==> config.mk <==
export PLATFORM = sky130hd
export DESIGN_NAME = flat_nested_walker
export DESIGN_NICKNAME = d
export VERILOG_FILES = /design/src/rtl/fnw_pkg.sv /design/src/rtl/fnw_addr_gen.sv /design/src/rtl/fnw_pte_dec.sv /design/src/rtl/flat_nested_walker.sv
export SDC_FILE = /design/constraint.sdc
export NUM_CORES = 1
export LEC_CHECK = 0
export BUFFER_PORTS_ARGS = -buffer_cell sky130_fd_sc_hd__buf_2
export CORE_ASPECT_RATIO = 0.75
export CORE_MARGIN = 2
export CORE_UTILIZATION = 40
export DETAILED_ROUTE_END_ITERATION = 16
export PLACE_DENSITY = 0.65
export SLEW_MARGIN = 10
export SYNTH_ARGS = -nofsm -noshare
export SYNTH_HDL_FRONTEND = slang
export SYNTH_SLANG_ARGS = --single-unit
==> constraint.sdc <==
create_clock -name clk -period 5.5 [get_ports clk]
set_clock_uncertainty 0.15 [all_clocks]
set_input_delay 0.825 -clock clk [delete_from_list [all_inputs] [get_ports clk]]
set_output_delay 0.825 -clock clk [all_outputs]
set_load 0.01 [all_outputs]
==> src/rtl/fnw_pkg.sv <==
package fnw_pkg;
    localparam int VA_W    = 48;
    localparam int GPA_W   = 32;
    localparam int PA_W    = 52;
    localparam int OFF_W   = 12;
    localparam int IDX_W   = 9;
    localparam int LEVELS  = 4;
    localparam int PTE_W   = 64;
    localparam int PTE_SH  = 3;
    localparam int FRAME_W = PA_W - OFF_W;
    localparam int GPN_W   = GPA_W - OFF_W;
    localparam int N_STEPS = 2 * LEVELS + 1;
    localparam int STEP_W  = $clog2(N_STEPS);
    localparam int LVL_W   = $clog2(LEVELS + 1);
    localparam int LAST_STEP = N_STEPS - 1;

    typedef enum logic [1:0] {
        WK_IDLE  = 2'd0,
        WK_ISSUE = 2'd1,
        WK_WAIT  = 2'd2
    } wk_state_e;

    typedef struct packed {
        wk_state_e             st;
        logic [STEP_W-1:0]     step;
        logic [VA_W-1:0]       gva;
        logic [PA_W-1:0]       nbase;
        logic [GPN_W-1:0]      gpn;
        logic [FRAME_W-1:0]    tframe;
        logic                  done;
        logic                  fault;
        logic                  f_nested;
        logic [LVL_W-1:0]      f_level;
        logic [PA_W-1:0]       spa;
    } wk_reg_t;
endpackage

==> src/rtl/fnw_addr_gen.sv <==
module fnw_addr_gen
    import fnw_pkg::*;
(
    input  logic [STEP_W-1:0]  step,
    input  logic [VA_W-1:0]    gva,
    input  logic [PA_W-1:0]    nbase,
    input  logic [GPN_W-1:0]   gpn,
    input  logic [FRAME_W-1:0] tframe,
    output logic [PA_W-1:0]    addr,
    output logic               nested,
    output logic [LVL_W-1:0]   level
);
    localparam int TAB_N = 2 ** LVL_W;

    logic [IDX_W-1:0] idx_tab [TAB_N];
    logic             unused_off;

    assign unused_off = ^gva[OFF_W-1:0];

    generate
        for (genvar l = 0; l < TAB_N; l++) begin : g_idx
            if (l >= 1 && l <= LEVELS) begin : g_used
                assign idx_tab[l] = gva[OFF_W + IDX_W*(l-1) +: IDX_W];
            end else begin : g_zero
                assign idx_tab[l] = '0;
            end
        end
    endgenerate

    always_comb begin
        nested = ~step[0];
        level  = LVL_W'(LEVELS) - LVL_W'(step >> 1);
        if (nested) begin
            addr = nbase + PA_W'({gpn, {PTE_SH{1'b0}}});
        end else begin
            addr = {tframe, {OFF_W{1'b0}}} + PA_W'({idx_tab[level], {PTE_SH{1'b0}}});
        end
    end
endmodule

==> src/rtl/fnw_pte_dec.sv <==
module fnw_pte_dec
    import fnw_pkg::*;
(
    input  logic [PTE_W-1:0]   pte,
    output logic               present,
    output logic [FRAME_W-1:0] frame,
    output logic [GPN_W-1:0]   gpn
);
    logic unused_bits;

    assign present     = pte[0];
    assign frame       = pte[OFF_W +: FRAME_W];
    assign gpn         = pte[OFF_W +: GPN_W];
    assign unused_bits = ^{pte[PTE_W-1:PA_W], pte[OFF_W-1:1]};
endmodule

==> src/rtl/flat_nested_walker.sv <==
module flat_nested_walker
    import fnw_pkg::*;
(
    input  logic              clk,
    input  logic              rst_n,
    input  logic              req_valid,
    output logic              req_ready,
    input  logic [47:0]       req_gva,
    input  logic [31:0]       req_groot,
    input  logic [51:0]       req_nbase,
    output logic              done_valid,
    output logic [51:0]       done_spa,
    output logic              fault_valid,
    output logic              fault_nested,
    output logic [2:0]        fault_level,
    output logic              mem_req_valid,
    input  logic              mem_req_ready,
    output logic [51:0]       mem_req_addr,
    input  logic              mem_rsp_valid,
    output logic              mem_rsp_ready,
    input  logic [63:0]       mem_rsp_data
);
    wk_reg_t r_q, r_d;

    logic               cur_nested;
    logic [LVL_W-1:0]   cur_level;
    logic               pte_present;
    logic [FRAME_W-1:0] pte_frame;
    logic [GPN_W-1:0]   pte_gpn;
    logic               unused_root;

    assign unused_root = ^req_groot[OFF_W-1:0];

    fnw_addr_gen u_addr (
        .step   (r_q.step),
        .gva    (r_q.gva),
        .nbase  (r_q.nbase),
        .gpn    (r_q.gpn),
        .tframe (r_q.tframe),
        .addr   (mem_req_addr),
        .nested (cur_nested),
        .level  (cur_level)
    );

    fnw_pte_dec u_dec (
        .pte     (mem_rsp_data),
        .present (pte_present),
        .frame   (pte_frame),
        .gpn     (pte_gpn)
    );

    always_comb begin
        r_d       = r_q;
        r_d.done  = 1'b0;
        r_d.fault = 1'b0;
        case (r_q.st)
            WK_IDLE: begin
                if (req_valid) begin
                    r_d.st    = WK_ISSUE;
                    r_d.step  = '0;
                    r_d.gva   = req_gva;
                    r_d.nbase = req_nbase;
                    r_d.gpn   = req_groot[GPA_W-1:OFF_W];
                end
            end
            WK_ISSUE: begin
                if (mem_req_ready) begin
                    r_d.st = WK_WAIT;
                end
            end
            WK_WAIT: begin
                if (mem_rsp_valid) begin
                    if (!pte_present) begin
                        r_d.st       = WK_IDLE;
                        r_d.fault    = 1'b1;
                        r_d.f_nested = cur_nested;
                        r_d.f_level  = cur_level;
                    end else if (r_q.step == STEP_W'(LAST_STEP)) begin
                        r_d.st   = WK_IDLE;
                        r_d.done = 1'b1;
                        r_d.spa  = {pte_frame, r_q.gva[OFF_W-1:0]};
                    end else begin
                        r_d.st   = WK_ISSUE;
                        r_d.step = STEP_W'(r_q.step + 1'b1);
                        if (cur_nested) begin
                            r_d.tframe = pte_frame;
                        end else begin
                            r_d.gpn = pte_gpn;
                        end
                    end
                end
            end
            default: r_d.st = WK_IDLE;
        endcase
    end

    always_ff @(posedge clk or negedge rst_n) begin
        if (!rst_n) begin
            r_q <= '0;
        end else begin
            r_q <= r_d;
        end
    end

    assign req_ready     = (r_q.st == WK_IDLE);
    assign mem_req_valid = (r_q.st == WK_ISSUE);
    assign mem_rsp_ready = (r_q.st == WK_WAIT);
    assign done_valid    = r_q.done;
    assign done_spa      = r_q.spa;
    assign fault_valid   = r_q.fault;
    assign fault_nested  = r_q.f_nested;
    assign fault_level   = r_q.f_level;

    p_busy_after_accept_r1: assert property (@(posedge clk) disable iff (!rst_n)
        req_valid && req_ready |=> !req_ready);
    p_ready_at_end_r1: assert property (@(posedge clk) disable iff (!rst_n)
        (done_valid || fault_valid) |-> req_ready);
    p_step_bound_r4: assert property (@(posedge clk) disable iff (!rst_n)
        r_q.step <= STEP_W'(LAST_STEP));
    p_done_pulse_r6: assert property (@(posedge clk) disable iff (!rst_n)
        done_valid |=> !done_valid);
    p_fault_pulse_r7: assert property (@(posedge clk) disable iff (!rst_n)
        fault_valid |=> !fault_valid);
    p_req_hold_r9: assert property (@(posedge clk) disable iff (!rst_n)
        mem_req_valid && !mem_req_ready |=> mem_req_valid && $stable(mem_req_addr));
    p_no_overlap_r9: assert property (@(posedge clk) disable iff (!rst_n)
        !(mem_req_valid && mem_rsp_ready));
    p_one_outcome_r10: assert property (@(posedge clk) disable iff (!rst_n)
        !(done_valid && fault_valid));
endmodule

==> impl_metrics.env, run 1 <==
export IMPL_nets=1473
export IMPL_area_delta_synth_final_pct=18.2
export IMPL_rrSetupSlack_ns=1.81
export IMPL_drive_gt1_share_pct=43.1
export IMPL_fin_cells=1654
export IMPL_postLayoutCellArea_um2=13800
export IMPL_maxSlewViolCount=0
export IMPL_grt_max_degree=118
export IMPL_dp_cells=1613
export IMPL_drt_wl_total_um=32900
export IMPL_drv_cap=0
export IMPL_cts_resized=0
export IMPL_num_rows=54
export IMPL_clock_power_share_pct=19.3
export IMPL_p_sw_uw=3320
export IMPL_rsz0062_at_grt="no"
export IMPL_setup_ws_ns=0.597
export IMPL_p_leak_uw=0.00642
export IMPL_synth_edf_count=0
export IMPL_yosysUniqueCellTypes=69
export IMPL_first_pass_iters=7
export IMPL_ys_ff_latch=224
export IMPL_htreeDepth=1
export IMPL_internal_power_uw=4860
export IMPL_crit_end="mem_req_addr[39]"
export IMPL_synth_fp_nets=1269
export IMPL_path_clk_slew_ns=0.06
export IMPL_postSynthCellCount=1043
export IMPL_postCtsSetupBuffers=0
export IMPL_cts_max_path_buffers=3
export IMPL_crit_type="reg -> out"
export IMPL_p_sw_share_pct=40.6
export IMPL_start_util_pct=40.4
export IMPL_yosys_area_share_simple_pct=9.63
export IMPL_grt_pass1_vias=8828
export IMPL_post_drt_wl_per_cell_um=19.9
export IMPL_outcome="completed"
export IMPL_routed_via_density=5.50
export IMPL_finalHoldViolCount=0
export IMPL_drcViolationCount=0
export IMPL_n_fill_cell=2665
export IMPL_min_period_ns=4.90
export IMPL_core_um2=28900
export IMPL_end_kind="output pin"
export IMPL_synth_adder_area_share_pct=2.74
export IMPL_syn_avg_cell_area_um2=11.2
export IMPL_crit_required_ns=4.53
export IMPL_synth_ff_type="dfrtp_1"
export IMPL_ys_warn_count=0
export IMPL_fin_setup_tns_ns=0
export IMPL_p_per_area_nw_per_um2=592
export IMPL_ant_nets=0
export IMPL_timing_fmax_mhz=204
export IMPL_clock_sinks=224
export IMPL_die_area_um2=30600
export IMPL_placed_cell_area_um2=13100
export IMPL_fin_util_pct=47.8
export IMPL_pre_cts_slack_ns=1.16
export IMPL_cts_inserted_buffers=24
export IMPL_worst_pin_slew_ns=1.04
export IMPL_synth_compound_area_share_pct=12.8
export IMPL_drt_iter0_markers=569
export IMPL_max_slew_margin_pct=30.2
export IMPL_grt_pass1_wl_um=51500
export IMPL_reg2reg_to="r_q[77]"
export IMPL_seq_power_share_pct=33.2
export IMPL_setup_viol=0
export IMPL_antenna_found_initial=5
export IMPL_die_h_um=152
export IMPL_cp_arrival_ns=3.93
export IMPL_fin_crit_sh_pct=89.2
export IMPL_dieWidth_um=201
export IMPL_tritoncts="done"
export IMPL_io_pins=314
export IMPL_ctsHoldBuffers=0
export IMPL_async_flop_share_pct=100
export IMPL_place_hpwl_um=23700
export IMPL_via_count=9095
export IMPL_grt_use_total_pct=21.2
export IMPL_synthesis_area_um2=11700
export IMPL_ir_drop_v=0.000323
export IMPL_synth_top_family_by_area="multiplexers"
export IMPL_synthMuxAreaShare_pct=19.5
export IMPL_rr_worst_depth=8
export IMPL_startpoint="r_q[98]"
export IMPL_gp_congestion=0.832
export IMPL_synthXorXnorAreaFrac_pct=1.27
export IMPL_cp_start_kind="register"
export IMPL_cts_root_buffer_cell="clkbuf_16"
export IMPL_r2r_start="r_q[219]"
export IMPL_gr_total_overflow=0
export IMPL_ys_seq_area_share_pct=48.0
export IMPL_worstSkewPairLatency_ns=0.52
export IMPL_cp_max_fo=23
export IMPL_io_buffer_count=278
export IMPL_hold_path_class="in -> async"
export IMPL_comb_power_share_pct=47.5
## synth_stat cells (all sizes together), types with 13 or more instances
| master | number | area share [%] |
|---|---|---|
| dfrtp | 224 | 48 |
| mux2 | 201 | 19 |
| nand2 | 82 | 2.6 |
| buf | 65 | 4.0 |
| o21ai | 52 | 2.3 |
| clkbuf | 48 | 1.6 |
| nor2 | 41 | 1.3 |
| a21oi | 31 | 1.3 |
| nand3 | 28 | 1.2 |
| ha | 24 | 2.6 |
| a22oi | 23 | 1.5 |
| o211ai | 17 | 1.1 |
| nor3 | 15 | 0.73 |
| inv | 14 | 0.45 |
| a31oi | 13 | 0.75 |
| xnor2 | 13 | 0.97 |
## layer usage
| metal | GRT usage (%) | wire [um] |
|---|---|---|
| met1 | 31.6 | 15500 |
| met2 | 31.5 | 14200 |
| met3 | 5.28 | 2630 |
| met4 | 3.78 | 556 |
| met5 | 0 | 28 |
## cell families after synthesis
group	after synthesis
compound gates	218
xor+xnor	17
fa+ha+maj	25
buf+inv	127
flops	224
mux	203
simple gates	229
## critical path, stage by stage, from the launching register on
cell,delay (ns)
dfrtp_1,0.38
ha_1,0.25
fa_1,0.43
a211oi_1,0.51
o21ai_2,0.17
a31oi_2,0.19
buf_4,0.17
o41a_1,0.71
o31ai_1,0.21
a31oi_1,0.20
buf_2,0.16
## registers in the layout, summed over array words and instances (netlist names)
| signal | cells |
|---|---|
| done_spa | 52 |
| done_valid | 1 |
| fault_level | 3 |
| fault_nested | 1 |
| fault_valid | 1 |
| r_q | 166 |
## layout make-up
class	instances	area, um2	share of cell area [%]
inverter	14	52.6	0.381
multi-input combinational	692	5390	39.0
timing repair buffer	291	1510	10.9
tap	392	490	3.55
antenna	1	2.50	0.0181
sequential	224	5610	40.6
clock inverter	3	15.0	0.109
clock buffer	37	741	5.36
## power groups by stage
stage               clock (uW)  combinational, uW  sequential, uW
global route              1690               4260            2800
floorplan                    0               2690            2580
CTS                       1630               3890            2700
detailed placement           0               3870            2730
global placement             0               3800            2700
finish                    1580               3890            2710
## stage by stage
| stage | total power, uW | hold WS, ns |
|---|---|---|
| floorplan | 5260 | 0.306 |
| global placement | 6500 | 0.321 |
| detailed placement | 6600 | 0.328 |
| CTS | 8220 | 0.268 |
| global route | 8750 | 0.304 |
| finish | 8180 | 0.223 |
## how the worst min path moves through the flow
| stage | from | endpoint | slack [ns] | cells past startpoint |
|---|---|---|---|---|
| after floorplan | r_q[100] | r_q[100] | 0.31 | 2 |
| after global placement | r_q[106] | r_q[106] | 0.32 | 2 |
| after detailed placement | r_q[98] | r_q[98] | 0.33 | 2 |
| after CTS | rst_n | r_q[195] | 0.27 | 1 |
| after global routing | rst_n | r_q[195] | 0.30 | 1 |
| final | rst_n | r_q[195] | 0.22 | 1 |
## placed cells by master (no fill, tap or decap), types with 17 or more instances in the layout
cell type and count:
o211ai_1 17, a21oi_1 30, nor2_1 40, a22oi_1 23
nand3_1 28, nand2_1 82, clkbuf_16 25, o21ai_0 50
mux2_2 201, dfrtp_1 223, ha_1 24, buf_2 277
Power figures use the tool's default switching activity.
==> run 2, diff against run 1 <==
Settings changed: CORE_ASPECT_RATIO 0.75 to 0.6.
==> impl_metrics.env, run 2 (synthesis gave the netlist of run 1 again) <==
export IMPL_internal_power_uw=4910
export IMPL_gp_congestion=0.873
export IMPL_p_per_area_nw_per_um2=599
export IMPL_postCtsSetupBuffers=0
export IMPL_comb_power_share_pct=47.0
export IMPL_p_sw_uw=3380
export IMPL_gr_total_overflow=0
export IMPL_timing_fmax_mhz=201
export IMPL_largest_register="r_q"
export IMPL_drcViolationCount=0
export IMPL_cts_root_buffer_cell="clkbuf_16"
export IMPL_dieWidth_um=225
export IMPL_end_kind="output pin"
export IMPL_grt_pass1_wl_um=51700
export IMPL_via_count=9097
export IMPL_first_pass_iters=5
export IMPL_cp_arrival_ns=4.00
export IMPL_area_delta_synth_final_pct=18.5
export IMPL_worstSkewPairLatency_ns=0.53
export IMPL_fin_crit_sh_pct=90.5
export IMPL_postLayoutCellArea_um2=13900
export IMPL_die_area_um2=30600
export IMPL_outcome="completed"
export IMPL_crit_type="reg -> out"
export IMPL_core_um2=28800
export IMPL_nets=1474
export IMPL_drive_gt1_share_pct=43.3
export IMPL_cp_start_kind="register"
export IMPL_htreeDepth=1
export IMPL_path_clk_slew_ns=0.06
export IMPL_drt_iter0_markers=797
export IMPL_seq_power_share_pct=32.8
export IMPL_fin_setup_tns_ns=0
export IMPL_place_hpwl_um=24400
export IMPL_start_util_pct=40.6
export IMPL_routed_via_density=5.53
export IMPL_grt_max_degree=128
export IMPL_grt_pass1_vias=8841
export IMPL_ir_drop_v=0.000275
export IMPL_rsz0062_at_grt="no"
export IMPL_setup_viol=0
export IMPL_largest_reg_flops=166
export IMPL_crit_required_ns=4.53
export IMPL_placed_cell_area_um2=13000
export IMPL_max_slew_margin_pct=26.6
export IMPL_tritoncts="done"
export IMPL_io_pins=314
export IMPL_clock_sinks=224
export IMPL_ctsHoldBuffers=0
export IMPL_finalHoldViolCount=0
export IMPL_maxSlewViolCount=0
export IMPL_layout_commonest_cell="buf_2"
export IMPL_ant_nets=0
export IMPL_layout_common_cells="buf_2, dfrtp_1, mux2_2, nand2_1, o21ai_0"
export IMPL_worst_pin_slew_ns=1.10
export IMPL_p_sw_share_pct=40.8
export IMPL_p_leak_uw=0.00644
export IMPL_cts_resized=0
export IMPL_clock_power_share_pct=20.2
export IMPL_cts_max_path_buffers=3
export IMPL_drt_wl_total_um=33600
export IMPL_post_drt_wl_per_cell_um=20.5
export IMPL_io_buffer_count=278
export IMPL_grt_use_total_pct=21.8
export IMPL_cp_max_fo=20
export IMPL_finalPower_uw=8300
export IMPL_antenna_found_initial=4
export IMPL_drv_cap=0
export IMPL_min_period_ns=4.98
export IMPL_die_h_um=136
export IMPL_hold_path_class="in -> async"
export IMPL_num_rows=48
export IMPL_cts_inserted_buffers=24
run 2: final timing paths:
kind	from	end	slack, ns	depth (start not counted)
setup / recovery	r_q[98]	mem_req_addr[31]	0.52	11
hold / removal	rst_n	r_q[200]	0.16	1
setup reg to reg	r_q[219]	r_q[86]	1.88	9
hold reg to reg	r_q[117]	r_q[117]	0.34	2
max in group asynchronous	rst_n	done_spa[38]	3.86	2
min in group clk	r_q[117]	r_q[117]	0.34	2
run 2: worst max-delay path, cell delays in order (launching register included):
cell	delay, ns
dfrtp_1	0.38
ha_1	0.24
fa_1	0.43
a211oi_1	0.51
o21ai_2	0.17
a31oi_2	0.21
buf_4	0.18
o41a_1	0.72
buf_4	0.25
o211ai_1	0.09
nand3_1	0.14
buf_2	0.14
run 2: metal layers:
layer	up-vias	share of wire, %	GRT usage [%]
li1	4210	-	-
met1	4549	49	32.5
met2	302	43	32.6
met3	34	6.8	4.99
met4	2	1.4	3.79
met5	-	0.033	0
run 2: metrics by stage:
step	std cells	setup slack, ns	hold slack (ns)	util, %
detailed placement	1597	1.15	0.331	45.3
global placement	1597	1.18	0.321	45.3
floorplan	1043	1.88	0.306	-
global route	1642	0.306	0.194	48.1
CTS	1641	0.554	0.196	48.1
finish	1644	0.521	0.161	48.1
run 2: power groups by stage:
stage	Combinational [uW]	Clock, uW	Sequential [uW]
finish	3900	1680	2720
CTS	3890	1720	2710
detailed placement	3870	0	2740
global route	4270	1800	2800
global placement	3800	0	2710
floorplan	2690	0	2580
run 2: layout make-up:
cell class	count	area, um2
multi-input combinational	692	5390
sequential	224	5610
clock buffer	33	686
fill	2667	14900
tap	375	469
timing repair buffer	292	1520
inverter	14	52.6
antenna	3	7.51
clock inverter	11	121
==> run 3, diff against run 2 <==
Settings changed: CORE_UTILIZATION 40 to 30, PLACE_DENSITY 0.65 to 0.52.
==> impl_metrics.env, run 3 (synthesis gave the netlist of run 1 again) <==
export IMPL_cts_resized=0
export IMPL_gr_total_overflow=0
export IMPL_worstSkewPairLatency_ns=0.55
export IMPL_die_area_um2=40600
export IMPL_crit_chain="ha_1, o21ai_0, nor4_1, o21ai_0, a21boi_1, nor3_1, or3b_1, buf_2"
export IMPL_hold_path_class="in -> async"
export IMPL_path_common_cell="o21ai_0"
export IMPL_num_rows=55
export IMPL_io_buffer_count=278
export IMPL_maxSlewViolCount=0
export IMPL_fin_hold_ws_ns=0.173
export IMPL_top_layer_used="met5"
export IMPL_cp_start_kind="register"
export IMPL_wl_met2_um=15000
export IMPL_die_h_um=157
export IMPL_ctsHoldBuffers=0
export IMPL_layout_commonest_cell="buf_2"
export IMPL_gp_congestion=0.841
export IMPL_postLayoutCellArea_um2=14000
export IMPL_crit_required_ns=4.53
export IMPL_ant_nets=0
export IMPL_slowest_delay_ns=0.64
export IMPL_grt_use_total_pct=17.2
export IMPL_grt_pass1_wl_um=53700
export IMPL_fin_crit_sh_pct=88.3
export IMPL_drt_wl_total_um=35200
export IMPL_drt_met1_wl_um=17400
export IMPL_path_clk_slew_ns=0.06
export IMPL_end_kind="output pin"
export IMPL_setup_ws_ns=0.642
export IMPL_drive_gt1_share_pct=43.2
export IMPL_crit_type="reg -> out"
export IMPL_critPathSlowestCell="nor4_1"
export IMPL_ir_drop_v=0.000299
export IMPL_layout_common_cells="buf_2, dfrtp_1, mux2_2, nand2_1, o21ai_0"
export IMPL_pre_cts_slack_ns=1.14
export IMPL_postCtsSetupBuffers=0
export IMPL_start_util_pct=30.7
export IMPL_setup_viol=0
export IMPL_outcome="completed"
export IMPL_place_hpwl_um=25800
export IMPL_worst_pin_slew_ns=0.970
export IMPL_clock_sinks=224
export IMPL_cts_inserted_buffers=25
export IMPL_tritoncts="done"
export IMPL_crit_buf_inv=1
export IMPL_cts_max_path_buffers=3
export IMPL_routed_via_density=5.05
export IMPL_largest_register="r_q"
export IMPL_n_fill_cell=3800
export IMPL_post_drt_wl_per_cell_um=19.8
export IMPL_seq_area_um2=5610
export IMPL_drv_cap=0
export IMPL_p_leak_uw=0.00645
export IMPL_placed_cell_area_um2=13200
export IMPL_area_delta_synth_final_pct=20.2
export IMPL_crit_family="compound AO/OA/AOI/OAI gates"
export IMPL_rsz0062_at_grt="no"
export IMPL_cp_max_fo=8
export IMPL_multiInputGateArea_um2=5390
export IMPL_drcViolationCount=0
export IMPL_htreeDepth=1
export IMPL_max_slew_margin_pct=35.3
export IMPL_via_count=8995
export IMPL_p_per_area_nw_per_um2=599
export IMPL_core_um2=38100
export IMPL_finalHoldViolCount=0
export IMPL_rrSetupSlack_ns=1.86
export IMPL_min_period_ns=4.86
export IMPL_cp_arrival_ns=3.88
export IMPL_io_pins=314
export IMPL_fin_setup_tns_ns=0
export IMPL_grt_pass1_vias=8906
export IMPL_nets=1473
export IMPL_grt_max_degree=119
export IMPL_drt_iter0_markers=559
export IMPL_wl_met3_um=2220
export IMPL_timing_fmax_mhz=206
export IMPL_cts_root_buffer_cell="clkbuf_16"
export IMPL_first_pass_iters=5
export IMPL_dieWidth_um=259
export IMPL_antenna_found_initial=3
export IMPL_largest_reg_flops=166
## run 3: layer usage
layer  GRT usage [%]  vias to the layer above
li1                -                     4198
met1            25.6                     4498
met2            25.2                      250
met3            4.02                       45
met4            3.19                        4
met5               0                        -
## run 3: layout make-up
class	instances	area share (%)
flip-flops and latches	224	39.9
multi-input cells	692	38.4
repair buffers	290	10.7
clock buffers	36	5.10
well taps	513	4.57
clock inverters	10	0.953
inverters	14	0.374
diodes	1	0.0178
## run 3: worst reg2reg max path, cell delays in order (launching register included)
cell and delay, ns:
dfrtp_1 0.74, inv_1 0.22, ha_1 0.23, nand3b_1 0.24, nand4_1 0.14, a21oi_1 0.23, and3_2 0.82, buf_4 0.37
mux2_2 0.36
## run 3: final timing paths
kind	to	start	cells past startpoint
setup / recovery	mem_req_addr[38]	r_q[123]	8
hold / removal	r_q[196]	rst_n	1
setup reg to reg	r_q[58]	r_q[219]	8
hold reg to reg	r_q[103]	r_q[103]	2
max in group asynchronous	done_spa[30]	rst_n	2
min in group clk	r_q[141]	req_nbase[23]	3
## run 3: power by group
group,leakage [uW],internal (uW),switching [uW]
clock network,0.000414,1050,729
logic,0.00322,1670,2240
registers,0.00282,2260,463
## run 3: stage by stage
stage	std cells	utilization [%]	power [uW]
global placement	1733	34.7	6610
finish	1780	36.9	8410
detailed placement	1733	34.7	6680
floorplan	1043	-	5260
global route	1779	36.9	9050
CTS	1779	36.9	8500
